[config.mk]
export PLATFORM = sky130hd
export DESIGN_NAME = bcd_adjust_unit
export DESIGN_NICKNAME = d
export VERILOG_FILES = /design/src/rtl/bcd_adj_pkg.sv /design/src/rtl/bcd_digit_decide.sv /design/src/rtl/bcd_correct_path.sv /design/src/rtl/bcd_adjust_unit.sv
export SDC_FILE = /design/constraint.sdc
export NUM_CORES = 1
export LEC_CHECK = 0
export ABC_AREA = 1
export BUFFER_PORTS_ARGS = -buffer_cell sky130_fd_sc_hd__buf_2
export CAP_MARGIN = 20
export CORE_MARGIN = 10
export CORE_UTILIZATION = 35
export DETAILED_ROUTE_END_ITERATION = 8
export GPL_ROUTABILITY_DRIVEN = 1
export PLACE_DENSITY = 0.65
export SETUP_SLACK_MARGIN = 0.4
export SYNTH_ARGS = -nofsm -noshare
export SYNTH_HDL_FRONTEND = slang
export SYNTH_SLANG_ARGS = --single-unit
[constraint.sdc]
create_clock -name clk -period 3 [get_ports clk]
set_input_delay 0.15 -clock clk [delete_from_list [all_inputs] [get_ports clk]]
set_output_delay 0.15 -clock clk [all_outputs]
set_load 0.02 [all_outputs]
[src/rtl/bcd_adj_pkg.sv]
package bcd_adj_pkg;
    localparam int DW = 8;
    localparam int NW = DW / 2;
    localparam logic [DW-1:0] HI_STEP  = 8'h60;
    localparam logic [DW-1:0] LO_STEP  = 8'h06;
    localparam logic [DW-1:0] HI_LIMIT = 8'h99;
    localparam logic [NW-1:0] LO_LIMIT = 4'd9;

    typedef enum logic { DIR_SUB = 1'b0, DIR_ADD = 1'b1 } dir_e;

    typedef struct packed {
        logic c;
        logic h;
        logic v;
        logic n;
        logic z;
    } flags_t;

    typedef struct packed {
        logic          vld;
        logic [DW-1:0] acc;
        flags_t        fl;
    } result_t;

    function automatic logic [DW-1:0] step_apply(input logic [DW-1:0] a,
                                                 input logic [DW-1:0] s,
                                                 input dir_e d);
        return (d == DIR_ADD) ? a + s : a - s;
    endfunction
endpackage

[src/rtl/bcd_digit_decide.sv]
module bcd_digit_decide
    import bcd_adj_pkg::*;
(
    input  dir_e          dir,
    input  logic [DW-1:0] acc,
    input  logic          c_flag,
    input  logic          h_flag,
    output logic          fix_hi,
    output logic          fix_lo
);
    logic c_act, h_act;
    always_comb begin
        c_act  = (dir == DIR_ADD) ? c_flag : ~c_flag;
        h_act  = (dir == DIR_ADD) ? h_flag : ~h_flag;
        fix_hi = c_act | (acc > HI_LIMIT);
        fix_lo = h_act | (acc[NW-1:0] > LO_LIMIT);
    end
endmodule

[src/rtl/bcd_correct_path.sv]
module bcd_correct_path
    import bcd_adj_pkg::*;
(
    input  dir_e          dir,
    input  logic [DW-1:0] acc,
    input  logic          fix_hi,
    input  logic          fix_lo,
    output logic [DW-1:0] res
);
    logic [DW-1:0] mid;
    always_comb begin
        mid = fix_hi ? step_apply(acc, HI_STEP, dir) : acc;
        res = fix_lo ? step_apply(mid, LO_STEP, dir) : mid;
    end
endmodule

[src/rtl/bcd_adjust_unit.sv]
module bcd_adjust_unit
    import bcd_adj_pkg::*;
(
    input  logic          clk,
    input  logic          rst,
    input  logic          vld_in,
    input  logic          add_sel,
    input  logic [7:0]    acc_in,
    input  logic          c_in,
    input  logic          h_in,
    input  logic          v_in,
    output logic          vld_out,
    output logic [7:0]    acc_out,
    output logic          c_out,
    output logic          h_out,
    output logic          v_out,
    output logic          n_out,
    output logic          z_out
);
    dir_e          dir;
    logic          fix_hi, fix_lo;
    logic [DW-1:0] res;
    result_t       nxt, q;

    assign dir = dir_e'(add_sel);

    bcd_digit_decide u_dec (
        .dir(dir), .acc(acc_in), .c_flag(c_in), .h_flag(h_in),
        .fix_hi(fix_hi), .fix_lo(fix_lo)
    );

    bcd_correct_path u_cor (
        .dir(dir), .acc(acc_in), .fix_hi(fix_hi), .fix_lo(fix_lo), .res(res)
    );

    always_comb begin
        nxt.vld  = vld_in;
        nxt.acc  = res;
        nxt.fl.c = fix_hi ? (dir == DIR_ADD) : c_in;
        nxt.fl.h = h_in;
        nxt.fl.v = v_in;
        nxt.fl.n = res[DW-1];
        nxt.fl.z = (res == '0);
    end

    always_ff @(posedge clk) begin
        if (rst) q <= '0;
        else     q <= nxt;
    end

    assign vld_out = q.vld;
    assign acc_out = q.acc;
    assign c_out   = q.fl.c;
    assign h_out   = q.fl.h;
    assign v_out   = q.fl.v;
    assign n_out   = q.fl.n;
    assign z_out   = q.fl.z;
endmodule

==> results of run 1 <==
[logic make-up after synthesis]
family | Yosys count | synth area share, %
xor+xnor | 5 | 4.637
flops | 13 | 27.55
buf+inv | 26 | 10.73
fa+ha+maj | 7 | 10.86
compound gates | 12 | 7.550
simple gates | 82 | 38.68
[per-layer routing]
layer / global-route usage (%) / wire length (um) / vias up
met5: 0 / 0 / -
met4: 3.226 / 0 / 0
met3: 3.673 / 240 / 0
met2: 15.69 / 1069 / 29
met1: 9.539 / 962 / 422
li1: - / - / 513
[power groups by stage]
stage,registers [mW],clock network (mW),logic (mW)
detailed placement,0.197,0,0.206
CTS,0.193,0.105,0.207
global placement,0.196,0,0.204
global route,0.194,0.113,0.236
floorplan,0.218,0,0.129
finish,0.193,0.100,0.206
[Yosys cell counts, types with 3 or more instances]
| cell | n | area share (%) |
|---|---|---|
| ha_1 | 5 | 6.6 |
| inv_1 | 20 | 7.9 |
| a21oi_1 | 7 | 3.7 |
| inv_2 | 3 | 1.2 |
| xor2_1 | 3 | 2.8 |
| nand3_1 | 15 | 7.9 |
| nor2_1 | 15 | 6.0 |
| nand2_2 | 3 | 2.0 |
| nand2_1 | 41 | 16 |
| dfxtp_1 | 13 | 28 |
[path summary, 6_finish.rpt]
path | start | end | slack, ns | depth (start not counted)
max | acc_in[7] | z_out | 1.01 | 22
min | v_in | v_out | 0.1 | 3
[worst max-delay path: stages]
cell and delay (ns):
buf_2 0.14, nand2_1 0.08, inv_1 0.05, nand3_1 0.08
nand2_1 0.10, nand2_2 0.09, nand2_2 0.11, nand2_1 0.08
and2_1 0.15, ha_1 0.30, nand2_1 0.10, inv_1 0.04
nand2_1 0.07, nand3_1 0.08, nand2_1 0.08, inv_1 0.04
nor2_1 0.09, nand3_1 0.07, nand2_1 0.06, clkinv_1 0.07
nand2_1 0.06, nor2_1 0.03
[state kept, by name, indices dropped and copies added (netlist names)]
name and flops:
z_out 1, h_out 1, vld_out 1, v_out 1, acc_out 8, c_out 1
[cell type report]
type | instances | area [um^2] | area share, %
Multi-Input combinational cell | 106 | 583.1 | 51.27
Sequential cell | 13 | 260.3 | 22.88
Timing Repair Buffer | 28 | 140.1 | 12.32
Inverter | 24 | 90.09 | 7.921
Tap cell | 30 | 37.54 | 3.300
Clock buffer | 4 | 26.28 | 2.310
[stage by stage]
| step | instance area, um^2 | hold slack [ns] |
|---|---|---|
| after floorplan | 944.7 | 0.2191 |
| after global routing | 1137 | 0.08632 |
| after global placement | 1111 | 0.3538 |
| after detailed placement | 1111 | 0.3733 |
| final | 1137 | 0.09505 |
| after CTS | 1137 | 0.08770 |
==> impl_metrics.json, run 1 <==
{
  "fillers": 279,
  "dp.cells": 201,
  "worst_pin_slew_ns": 0.3290,
  "period_needed_ns": 1.986,
  "place_congestion": 0.8842,
  "end_kind": "register",
  "finalWorstSetupSlack_ns": 1.014,
  "die-area_um2": 5177,
  "die_y_um": 71.95,
  "cp-start-kind": "input pin",
  "pre_cts_ws_ns": 0.7406,
  "diodes": 0,
  "finalSetupTns_ns": 0,
  "antenna_found_initial": 0,
  "cts-root-buf": "clkbuf_4",
  "synth_edf_count": 0,
  "grt.total_usage_pct": 9.005,
  "p_sw_share_pct": 36.82,
  "crit_path_max_fanout": 5,
  "switchingPower_mw": 0.1836,
  "arrival_ns": 2.15,
  "grt_pass1_wl_mm": 3.939,
  "synth_ff_type": "dfxtp_1",
  "pwr-share-seq_pct": 38.6,
  "final_cell_mix": "nand2_1 (41), buf_2 (28), inv_1 (20), nor2_1 (15), nand3_1 (15)",
  "max_cap_violations": 0,
  "core-area_um2": 2522,
  "hpwl_mm": 1.957,
  "cts_sinks": 13,
  "p_leak_nw": 0.6555,
  "ys_seq_elements": 13,
  "post_cts_buffers": 0,
  "hold_viol": 0,
  "p_clk_share_pct": 20.1,
  "slew_headroom_pct": 77.99,
  "ctsResizeCount": 0,
  "wl_per_cell_um": 11.08,
  "routed-via-count": 964,
  "power_mw": 0.4987,
  "ir_drop_mv": 0.3094,
  "viasPerCell": 4.702,
  "drtIter0Drc": 43,
  "overflow": 0,
  "fmax_ghz": 0.5036,
  "htreeDepth": 1,
  "combPwrFrac_pct": 41.3,
  "num_rows": 18,
  "syn_avg_cell_area_um2": 6.515,
  "power.density_nw_per_um2": 438.5,
  "finalMaxSlewViolations": 0,
  "firstDrtPassIters": 4,
  "ctsHoldBuffers": 0,
  "cts_made_buffers": 3,
  "yosys.cell_types.count": 26,
  "fin_nets": 198,
  "wirelength_mm": 2.272,
  "internal-power_mw": 0.3151,
  "cp.required_ns": 3.17,
  "netlist_area_um2": 944.7,
  "final_util_pct": 45.09,
  "layout-drive-gt1-share_pct": 24.57,
  "clk_pin_slew_worst_paths_ns": 0.07,
  "grt_pass1_vias": 954,
  "syn_inst": 145,
  "path_class": "input pin to register",
  "fin_crit_sh_pct": 66.18,
  "ys_warn_count": 0,
  "port_buffers": 28,
  "stdcell_count": 205,
  "final_common_cell": "nand2_1",
  "grt_max_degree": 14,
  "ant_nets": 0,
  "outcome": "completed",
  "syn-num-nets": 167,
  "clk_path_buf_depth": 2,
  "cts_tree": "built",
  "synth-seq-area-share_pct": 27.55,
  "async_flop_share_pct": 0,
  "drc": 0,
  "area_growth_pct": 20.40,
  "start_util_pct": 37.45,
  "fp.dieW_um": 71.95,
  "num_io_pins": 29,
  "rsz0062_at_grt": "no",
  "hold_path.class": "input pin to register",
  "setup_viol_count_final": 0
}
(Power assumes the default switching activity.)
==> inputs of run 2 (changes only) <==
--- a/config.mk
+++ b/config.mk
@@ -5,14 +5,14 @@
 export SDC_FILE = /design/constraint.sdc
 export NUM_CORES = 1
 export LEC_CHECK = 0
-export ABC_AREA = 1
+export ABC_AREA = 0
 export BUFFER_PORTS_ARGS = -buffer_cell sky130_fd_sc_hd__buf_2
 export CAP_MARGIN = 20
 export CORE_MARGIN = 10
 export CORE_UTILIZATION = 35
 export DETAILED_ROUTE_END_ITERATION = 8
 export GPL_ROUTABILITY_DRIVEN = 1
-export PLACE_DENSITY = 0.65
+export PLACE_DENSITY = 0.66
 export SETUP_SLACK_MARGIN = 0.4
 export SYNTH_ARGS = -nofsm -noshare
 export SYNTH_HDL_FRONTEND = slang
==> constraint.sdc (replaced) <==
create_clock -name clk -period 2 [get_ports clk]
set_input_delay 0.1 -clock clk [delete_from_list [all_inputs] [get_ports clk]]
set_output_delay 0.1 -clock clk [all_outputs]
set_load 0.02 [all_outputs]
==> impl_metrics.json, run 2 <==
{
  "ys_warn_count": 0,
  "start_util_pct": 36.11,
  "ctsHoldBuffers": 0,
  "p_leak_nw": 0.6569,
  "worst_pin_slew_ns": 0.3226,
  "cp-start-kind": "input pin",
  "critical_path.max_stage_delay_ns": 0.30,
  "num_io_pins": 29,
  "syn_avg_cell_area_um2": 9.055,
  "synth_edf_count": 0,
  "layout-drive-gt1-share_pct": 57.69,
  "synth-seq-area-share_pct": 29.63,
  "overflow": 0,
  "path_class": "input pin to register",
  "diodes": 0,
  "crit_family": "compound AO/OA/AOI/OAI gates",
  "grt_pass1_vias": 1005,
  "num_rows": 18,
  "viasPerCell": 5.129,
  "grt_max_degree": 14,
  "power.density_nw_per_um2": 621.5,
  "cts_tree": "built",
  "hold_path.class": "input pin to register",
  "area_growth_pct": 68.52,
  "crit_path_max_fanout": 3,
  "routed-via-count": 954,
  "yosys.cell_count.top_type": "dfxtp_1",
  "grt.total_usage_pct": 10.68,
  "finalMaxSlewViolations": 0,
  "hold_depth": 2,
  "end_kind": "register",
  "fin_crit_sh_pct": 91.40,
  "final_common_cell": "buf_4",
  "syn_inst": 97,
  "wl_per_cell_um": 15.26,
  "fp.dieW_um": 70.10,
  "drtIter0Drc": 38,
  "port_buffers": 28,
  "largest_reg_flops": 8,
  "grt.busiest_layer": "met2",
  "htreeDepth": 1,
  "hold_viol": 0,
  "hp-start": "vld_in",
  "fin_nets": 179,
  "final_util_pct": 60.85,
  "ys_seq_elements": 13,
  "synth_ff_type": "dfxtp_1",
  "die-area_um2": 4913,
  "fillers": 215,
  "period_needed_ns": 1.828,
  "use_met1_pct": 12.52,
  "arrival_ns": 1.99,
  "die_y_um": 70.10,
  "netlist.area_leader.share_pct": 29.63,
  "place_congestion": 0.8014,
  "slew_headroom_pct": 78.42,
  "clk_path_buf_depth": 2,
  "crit_path_top_delay_cell": "o31a_2",
  "final_cell_mix": "buf_4 (29), buf_2 (26), dfxtp_1 (13), nand2_1 (7), nor2_1 (6)",
  "hpwl_mm": 2.077,
  "path_cells": "buf_2 > o21ai_4 > o211a_4 > xnor2_4 > ha_4 > o21a_4 > o31ai_4 > o2bb2ai_2 > a21boi_2 > o31a_2 > o21ba_4",
  "wirelength_mm": 2.838,
  "met2_usage_pct": 18.03,
  "clk_pin_slew_worst_paths_ns": 0.07,
  "cts-root-buf": "clkbuf_4",
  "async_flop_share_pct": 0,
  "cts_made_buffers": 3,
  "ant_nets": 0,
  "fmax_ghz": 0.5470,
  "ir_drop_mv": 0.4975,
  "setup_viol_count_final": 0,
  "synth_area_leaders": "dfxtp_1 (30%), ha_1 (7.1%), fa_1 (4.6%)",
  "core-area_um2": 2432,
  "holdPathEnd": "vld_out",
  "rsz0062_at_grt": "yes",
  "syn-num-nets": 119,
  "yosys-top-cells-count": "dfxtp_1 (13), nor2_1 (9), nand2_1 (8)",
  "grt_pass1_wl_mm": 4.478,
  "worst-path-buf-inv": 1,
  "yosysTopAreaCell": "dfxtp_1",
  "cp.required_ns": 2.16,
  "netlist_area_um2": 878.3,
  "drc": 0,
  "firstDrtPassIters": 4,
  "whs_ns": 0.04383,
  "outcome": "completed",
  "cts_sinks": 13,
  "use_met3_pct": 3.249,
  "max_cap_violations": 0,
  "yosys.cell_types.count": 40,
  "antenna_found_initial": 0
}
run 2: per-layer routing:
| metal | wire, um | share of wire [%] | vias up |
|---|---|---|---|
| met3 | 175 | 6.2 | 4 |
| met5 | 0 | 0 | - |
| met4 | 24 | 0.85 | 0 |
| met2 | 1379 | 49 | 39 |
| li1 | - | - | 471 |
| met1 | 1259 | 44 | 440 |
run 2: metrics by stage:
step	power [mW]	setup slack, ns	instances	cell area, um^2	setup TNS [ns]
after floorplan	0.5381	-0.03761	97	930.9	-0.03893
after global placement	0.6750	-0.1477	175	1245	-0.2693
after detailed placement	0.6837	-0.1908	175	1245	-0.3632
after CTS	0.8899	0.1877	185	1420	0
after global routing	0.9870	0.1181	186	1480	0
final	0.9199	0.1719	186	1480	0
run 2: kinds of logic after synthesis:
family,after synthesis,share of synthesized area [%]
AO/OA/AOI/OAI,28,25.78
XOR/XNOR,6,5.984
adder cells (fa/ha/maj),7,11.68
buffers and inverters,6,4.131
flip-flops,13,29.63
multiplexers,3,4.131
AND/OR/NAND/NOR,34,18.66
run 2: worst max-delay path by stage:
stage                     startpoint    endpoint  slack (ns)  cells past startpoint
after detailed placement     add_sel  acc_out[7]       -0.19                      8
final                      acc_in[1]  acc_out[7]        0.17                     11
after global placement       add_sel  acc_out[7]       -0.15                      8
after global routing       acc_in[1]  acc_out[7]        0.12                     11
after floorplan              add_sel  acc_out[7]       -0.04                     11
after CTS                       c_in  acc_out[7]        0.19                     11
run 2: what timing repair did:
item | 4_1_cts | 5_1_grt
endpoints found under the setup margin | 3 | 3
pin swaps | 8 | 4
buffers inserted | 6 | 1
resized for setup | 20 | 8
run 2: cell type report:
type	instances	area, um^2	area share [%]
well taps	30	37.54	2.536
multi-input cells	78	747.0	50.46
inverters	3	15.01	1.014
flip-flops and latches	13	260.3	17.58
repair buffers	58	394.1	26.63
clock buffers	4	26.28	1.775
run 2: power by group:
part	internal (mW)	switching, mW	leakage (nW)
clock network	0.0771	0.0731	0.0150
logic	0.246	0.235	0.534
registers	0.283	0.00550	0.108
